--- config.mk ---
export PLATFORM = sky130hd
export DESIGN_NAME = running_median
export DESIGN_NICKNAME = d
export VERILOG_FILES = /design/src/rtl/rmed_pkg.sv /design/src/rtl/rmed_locate.sv /design/src/rtl/rmed_cell.sv /design/src/rtl/running_median.sv
export SDC_FILE = /design/constraint.sdc
export NUM_CORES = 1
export LEC_CHECK = 0
export BUFFER_PORTS_ARGS = -buffer_cell sky130_fd_sc_hd__clkbuf_2
export CORE_MARGIN = 4
export CORE_UTILIZATION = 44
export CTS_CLUSTER_SIZE = 14
export DETAILED_ROUTE_END_ITERATION = 8
export GPL_TIMING_DRIVEN = 0
export PLACE_DENSITY = 0.58
export SETUP_SLACK_MARGIN = 0.2
export SLEW_MARGIN = 20
export SYNTH_ARGS = -nofsm -noshare
export SYNTH_HDL_FRONTEND = slang
export SYNTH_HIERARCHICAL = 1
export SYNTH_SLANG_ARGS = --single-unit
--- constraint.sdc ---
create_clock -name clk -period 8.39 [get_ports clk]
set_input_delay 0.4195 -clock clk [delete_from_list [all_inputs] [get_ports clk]]
set_output_delay 0.4195 -clock clk [all_outputs]
set_load 0.02 [all_outputs]
--- src/rtl/rmed_pkg.sv ---
package rmed_pkg;

   // Source a cell loads its next contents from on an accepted sample.
   typedef enum logic [1:0] {
      SRC_OWN   = 2'd0,
      SRC_LEFT  = 2'd1,
      SRC_RIGHT = 2'd2,
      SRC_NEW   = 2'd3
   } rmed_src_e;

   function automatic int rmed_bits(input int n);
      return (n <= 2) ? 1 : $clog2(n);
   endfunction

endpackage

--- src/rtl/rmed_locate.sv ---
// Turns the per-cell compare results and the oldest-cell marker into a
// per-cell source select. The array is ascending, so le[] is a thermometer.
module rmed_locate
   import rmed_pkg::*;
#(
   parameter int N = 5
) (
   input  logic [N-1:0]            le,
   input  logic [N-1:0]            old,
   output rmed_src_e [N-1:0]       sel
);

   logic [N:0]   le_ext;
   logic         old_is_le;
   logic [N:0]   bp_ext;   // bp_ext[i+1]: cell i lies below the insertion point
   logic [N:0]   be_ext;   // be_ext[i+1]: cell i lies below the evicted cell
   logic [N-1:0] older_above;

   assign le_ext    = {1'b0, le};
   assign old_is_le = |(old & le);

   always_comb begin
      older_above[N-1] = 1'b0;
      for (int i = N-2; i >= 0; i--) begin
         older_above[i] = older_above[i+1] | old[i+1];
      end
   end

   always_comb begin
      bp_ext[0] = 1'b1;
      be_ext[0] = 1'b1;
      for (int i = 0; i < N; i++) begin
         bp_ext[i+1] = old_is_le ? le_ext[i+1] : le_ext[i];
         be_ext[i+1] = older_above[i];
      end
   end

   always_comb begin
      for (int i = 0; i < N; i++) begin
         if (bp_ext[i+1]) begin
            sel[i] = be_ext[i+1] ? SRC_OWN : SRC_RIGHT;
         end else if (bp_ext[i]) begin
            sel[i] = SRC_NEW;
         end else begin
            sel[i] = be_ext[i] ? SRC_LEFT : SRC_OWN;
         end
      end
   end

endmodule

--- src/rtl/rmed_cell.sv ---
// One window cell: value, age, compare with the new sample, next-state mux.
module rmed_cell
   import rmed_pkg::*;
#(
   parameter int N   = 5,
   parameter int W   = 8,
   parameter int AW  = 3,
   parameter int IDX = 0
) (
   input  logic          clk,
   input  logic          rst,
   input  logic          step,
   input  rmed_src_e     sel,
   input  logic [W-1:0]  x,
   input  logic [W-1:0]  left_v,
   input  logic [AW-1:0] left_a,
   input  logic [W-1:0]  right_v,
   input  logic [AW-1:0] right_a,
   output logic [W-1:0]  v,
   output logic [AW-1:0] a,
   output logic          le,
   output logic          old
);

   localparam logic [AW-1:0] AGE_LAST  = AW'(N - 1);
   localparam logic [AW-1:0] AGE_RESET = AW'(N - 1 - IDX);

   logic [W-1:0]  nv;
   logic [AW-1:0] na;

   assign le  = (v <= x);
   assign old = (a == AGE_LAST);

   always_comb begin
      unique case (sel)
         SRC_OWN:   begin nv = v;       na = a + AW'(1);       end
         SRC_LEFT:  begin nv = left_v;  na = left_a + AW'(1);  end
         SRC_RIGHT: begin nv = right_v; na = right_a + AW'(1); end
         default:   begin nv = x;       na = '0;               end
      endcase
   end

   always_ff @(posedge clk) begin
      if (rst) begin
         v <= '0;
         a <= AGE_RESET;
      end else if (step) begin
         v <= nv;
         a <= na;
      end
   end

endmodule

--- src/rtl/running_median.sv ---
module running_median
   import rmed_pkg::*;
#(
   parameter int N = 5,
   parameter int W = 8
) (
   input  logic         clk,
   input  logic         rst,
   input  logic         in_valid,
   input  logic [W-1:0] in_sample,
   output logic         med_valid,
   output logic [W-1:0] med_value
);

   localparam int AW  = rmed_bits(N);
   localparam int FW  = rmed_bits(N + 1);
   localparam int MID = (N - 1) / 2;
   localparam logic [FW-1:0] FILL_FULL = FW'(N);
   localparam logic [FW-1:0] FILL_LAST = FW'(N - 1);

   if ((N % 2) == 0 || N < 3) begin : g_bad_window
      $error("running_median: window N must be odd and at least 3");
   end
   if (W < 1) begin : g_bad_width
      $error("running_median: sample width W must be positive");
   end

   logic [N-1:0][W-1:0]  cell_v;
   logic [N-1:0][AW-1:0] cell_a;
   logic [N-1:0]         le_flag;
   logic [N-1:0]         old_flag;
   rmed_src_e [N-1:0]    sel;
   logic [FW-1:0]        fill;

   rmed_locate #(.N(N)) u_locate (
      .le  (le_flag),
      .old (old_flag),
      .sel (sel)
   );

   for (genvar i = 0; i < N; i++) begin : g_cell
      logic [W-1:0]  lv, rv;
      logic [AW-1:0] la, ra;

      if (i == 0) begin : g_lo_edge
         assign lv = '0;
         assign la = '0;
      end else begin : g_lo_link
         assign lv = cell_v[i-1];
         assign la = cell_a[i-1];
      end

      if (i == N - 1) begin : g_hi_edge
         assign rv = '0;
         assign ra = '0;
      end else begin : g_hi_link
         assign rv = cell_v[i+1];
         assign ra = cell_a[i+1];
      end

      rmed_cell #(.N(N), .W(W), .AW(AW), .IDX(i)) u_cell (
         .clk     (clk),
         .rst     (rst),
         .step    (in_valid),
         .sel     (sel[i]),
         .x       (in_sample),
         .left_v  (lv),
         .left_a  (la),
         .right_v (rv),
         .right_a (ra),
         .v       (cell_v[i]),
         .a       (cell_a[i]),
         .le      (le_flag[i]),
         .old     (old_flag[i])
      );
   end

   always_ff @(posedge clk) begin
      if (rst) begin
         fill      <= '0;
         med_valid <= 1'b0;
      end else begin
         med_valid <= in_valid && (fill >= FILL_LAST);
         if (in_valid && fill != FILL_FULL) begin
            fill <= fill + FW'(1);
         end
      end
   end

   assign med_value = cell_v[MID];

endmodule

==> impl_metrics.yaml <==
sta:
  finalCriticalPeriod_ns: 4.75
  tightest_slew_ns: 0.798
  fin_setup_tns_ns: 0
  skew_ns: 0.00547
  setup_violations: 0
  maxSlewViolCount: 0
  maxSlewHeadroom: 0.468
  period_share: 0.566
  hold_viol: 0
  clock.fmax_mhz: 211
  setup_slack_ns: 3.64
  rsz0062_at_grt: "no"
setup_path:
  critPathTopFamily: "compound AO/OA/AOI/OAI gates"
  rr_worst_depth: 21
  crit_type: "primary input to flop"
  crit_required_ns: 8.59
  crit_path_end_kind: "flop"
  cp_slowest_cell: "a22oi_1"
  crit_top_cell: "ha_1"
  cp.arrival_ns: 4.95
  timing.rr.start: "g_cell[2].u_cell/v[0]$_SDFFE_PP0P_"
  crit_buf_inv: 5
  slowest_delay_ns: 0.65
  start_kind: "primary input"
  critPathMaxFanout: 10
  path_cells: "clkbuf_2 > inv_1 > ha_1 > nand4_1 > or2_2 > a22oi_1 > a22oi_2 > nand2_4 > mux2i_1 > o21bai_1 > inv_1 > ha_1 > buf_2 > buf_2 > nor2_1 > a21oi_1 > ha_1 > o31ai_1 > a221oi_1 > o21ai_0"
  r2r_end: "g_cell[0].u_cell/a[2]$_SDFFE_PP1P_"
  timing.reg2reg.setup_slack_ns: 3.73
layout:
  final_layout_size_suffix_gt1_frac: 0.121
  final_util: 0.507
  antenna_cells: 0
  area_growth_pct: 12.2
  instances_no_fill: 855
  fin_nets: 787
power_and_ir_drop:
  p_switching_uw: 1270
  ir_drop_uv: 278
  cellLeakagePower_uw: 0.00258
  netSwitchingFraction: 0.481
  intPower_uw: 1370
  p_seq_frac: 0.199
  pwr-share-clk: 0.137
  combPwrFrac: 0.664
  powerDensity_nw_per_um2: 451
min_path:
  min_to: "med_valid$_SDFF_PP0_"
  hold_start: "fill[2]$_SDFFE_PP0P_"
  hold_depth: 2
  hold_class: "flop to flop"
route:
  first_pass_iters: 5
  vias: 4999
  drc_errors: 0
  via_per_inst: 5.85
  first_iter_violations: 380
  drt-total-wl_um: 15300
  wl_per_cell_um: 17.9
  ant_nets: 0
grt:
  first_global_vias: 4659
  gr-total-overflow: 0
  grt_max_degree: 30
  gr-usage-all-layers: 0.232
  grt_pass1_wl_um: 24500
  antenna_found_initial: 0
clock_network:
  clockBufferDepth: 2
  cts_sinks: 59
  clock_latency_ns: 0.33
  cts-htree-levels: 3
  post_cts_buffers: 0
  hold_buffers: 0
  cts_inserted_buffers: 9
  ctsRootBufferMaster: "clkbuf_16"
  path_clk_slew_ns: 0.05
  cts_tree: "done"
  cts-resized-gates: 0
placement:
  dp_hpwl_um: 11500
  gp_congestion: 0.857
  place_ws_ns: 3.31
  portBuffers: 19
  dpl.cell_count: 841
yosys:
  synth-async-reset-ratio: 0
  synth_flop_cell: "dfxtp_1"
  postSynthCellCount: 658
  syn_area_per_cell_um2: 7.91
  ys_top_cells_by_count: "84 x a21oi_1, 67 x ha_1, 67 x inv_1"
  yosysTopAreaCellShare: 0.227
  yosysTopAreaCell: "dfxtp_1"
  yosysUniqueCellTypes: 59
  synth-seq-cells: 59
  synth_edf_count: 0
  seq_area_frac_synth: 0.227
  yosys_warnings: 6
  synth_area_um2: 5200
  synth_area_leaders: "dfxtp_1 23%, ha_1 16%, a22oi_1 9.2%, a21oi_1 8.1%, a211o_1 6.7%"
  yosysMostFrequentCell: "a21oi_1"
floorplan:
  start_util: 0.452
  die_width_um: 117
  rows: 39
  die_area_um2: 13600
  pin_count: 20
  coreArea_um2: 11500
  die_y_um: 117
run_status:
  status: "complete, no violations"
job:
  max_cap_violations: 0
how the worst max path moves through the flow:
stage / endpoint / slack [ns] / cells after the start / start
6_report: g_cell[0].u_cell/a[2]$_SDFFE_PP1P_ / 3.64 / 20 / in_sample[7]
3_3_place_gp: g_cell[0].u_cell/a[2]$_SDFFE_PP1P_ / 3.50 / 20 / in_sample[3]
2_1_floorplan: g_cell[0].u_cell/a[2]$_SDFFE_PP1P_ / 4.46 / 21 / g_cell[2].u_cell/v[0]$_SDFFE_PP0P_
5_1_grt: g_cell[0].u_cell/a[2]$_SDFFE_PP1P_ / 3.22 / 20 / in_sample[7]
4_1_cts: g_cell[0].u_cell/a[2]$_SDFFE_PP1P_ / 3.65 / 20 / in_sample[7]
3_5_place_dp: g_cell[0].u_cell/a[2]$_SDFFE_PP1P_ / 3.31 / 20 / in_sample[6]
stage by stage:
step	hold slack (ns)	area (um^2)	power, uW
CTS	0.468	5840	2620
finish	0.466	5840	2630
floorplan	0.443	5280	1850
detailed placement	0.463	5560	2250
global route	0.508	5840	2880
global placement	0.454	5560	2190
registers in the layout, indices dropped and copies added (netlist names):
signal and count:
g_cell.u_cell/v 40, fill 3, med_valid 1, g_cell.u_cell/a 15
per-layer routing:
metal	vias up	share of wire	GRT usage
met3	23	0.045	0.0420
met1	2383	0.45	0.302
met2	118	0.49	0.391
li1	2475	-	-
met4	0	0.017	0.0696
met5	-	0	0
cell families after synthesis:
kind of cell / synth area share
compound gates: 0.303
xor+xnor: 0.00168
fa+ha+maj: 0.161
buf+inv: 0.112
flops: 0.227
mux: 0.0139
other cells: 0.000721
simple gates: 0.181
power groups by stage:
| stage | sequential, uW | clock [uW] | combinational (uW) |
|---|---|---|---|
| after floorplan | 465 | 0 | 1380 |
| after global placement | 525 | 0 | 1670 |
| after detailed placement | 529 | 0 | 1730 |
| after CTS | 523 | 368 | 1730 |
| after global routing | 538 | 379 | 1960 |
| final | 525 | 360 | 1750 |
worst reg2reg max path, cell delays in order, from the launching register on:
cell and delay, ns:
dfxtp_1 0.47, inv_1 0.08, ha_1 0.29, nand4_1 0.12, or2_2 0.28, a22oi_1 0.35
buf_6 0.20, a222oi_1 0.08, buf_4 0.22, nand2_4 0.10, mux2i_1 0.38, o21bai_1 0.27
inv_1 0.11, ha_1 0.28, buf_2 0.17, buf_2 0.24, nor2_1 0.06, a21oi_1 0.12
ha_1 0.22, o31ai_1 0.08, a221oi_1 0.29, o21ai_0 0.13
placed cells by master, fill, tap and decap left out, types with 3 or more instances in the layout:
cell / netlist / layout
a2111oi_0: 3 / 3
buf_2: 20 / 20
dfxtp_1: 59 / 59
a211o_1: 40 / 40
and4b_1: 4 / 4
nor4b_2: 3 / 3
nand2_1: 51 / 51
mux2i_1: 5 / 5
nor2b_1: 7 / 7
nand2b_1: 4 / 4
o221ai_1: 5 / 5
o21ai_1: 3 / 3
nor2_1: 62 / 62
nor3b_1: 6 / 6
o31ai_1: 8 / 8
o21ai_0: 10 / 10
inv_1: 67 / 67
ha_1: 67 / 67
clkbuf_2: 0 / 19
a21oi_1: 84 / 84
buf_6: 11 / 11
or2_2: 3 / 3
nand3_1: 6 / 6
conb_1: 1 / 22
clkbuf_16: 0 / 9
clkbuf_1: 8 / 9
nand4_1: 10 / 10
nand3b_1: 5 / 5
a22oi_1: 64 / 64
nor3_1: 3 / 3
buf_8: 4 / 4
final cells by class:
class,count,area (um^2)
buffer,45,325
clock buffer,11,243
clock inverter,3,40.0
fill,1128,5680
inverter,68,255
multi-input combinational,507,3520
sequential,59,1180
tap,143,179
timing repair buffer,19,95.1
(Power assumes the default switching activity.)
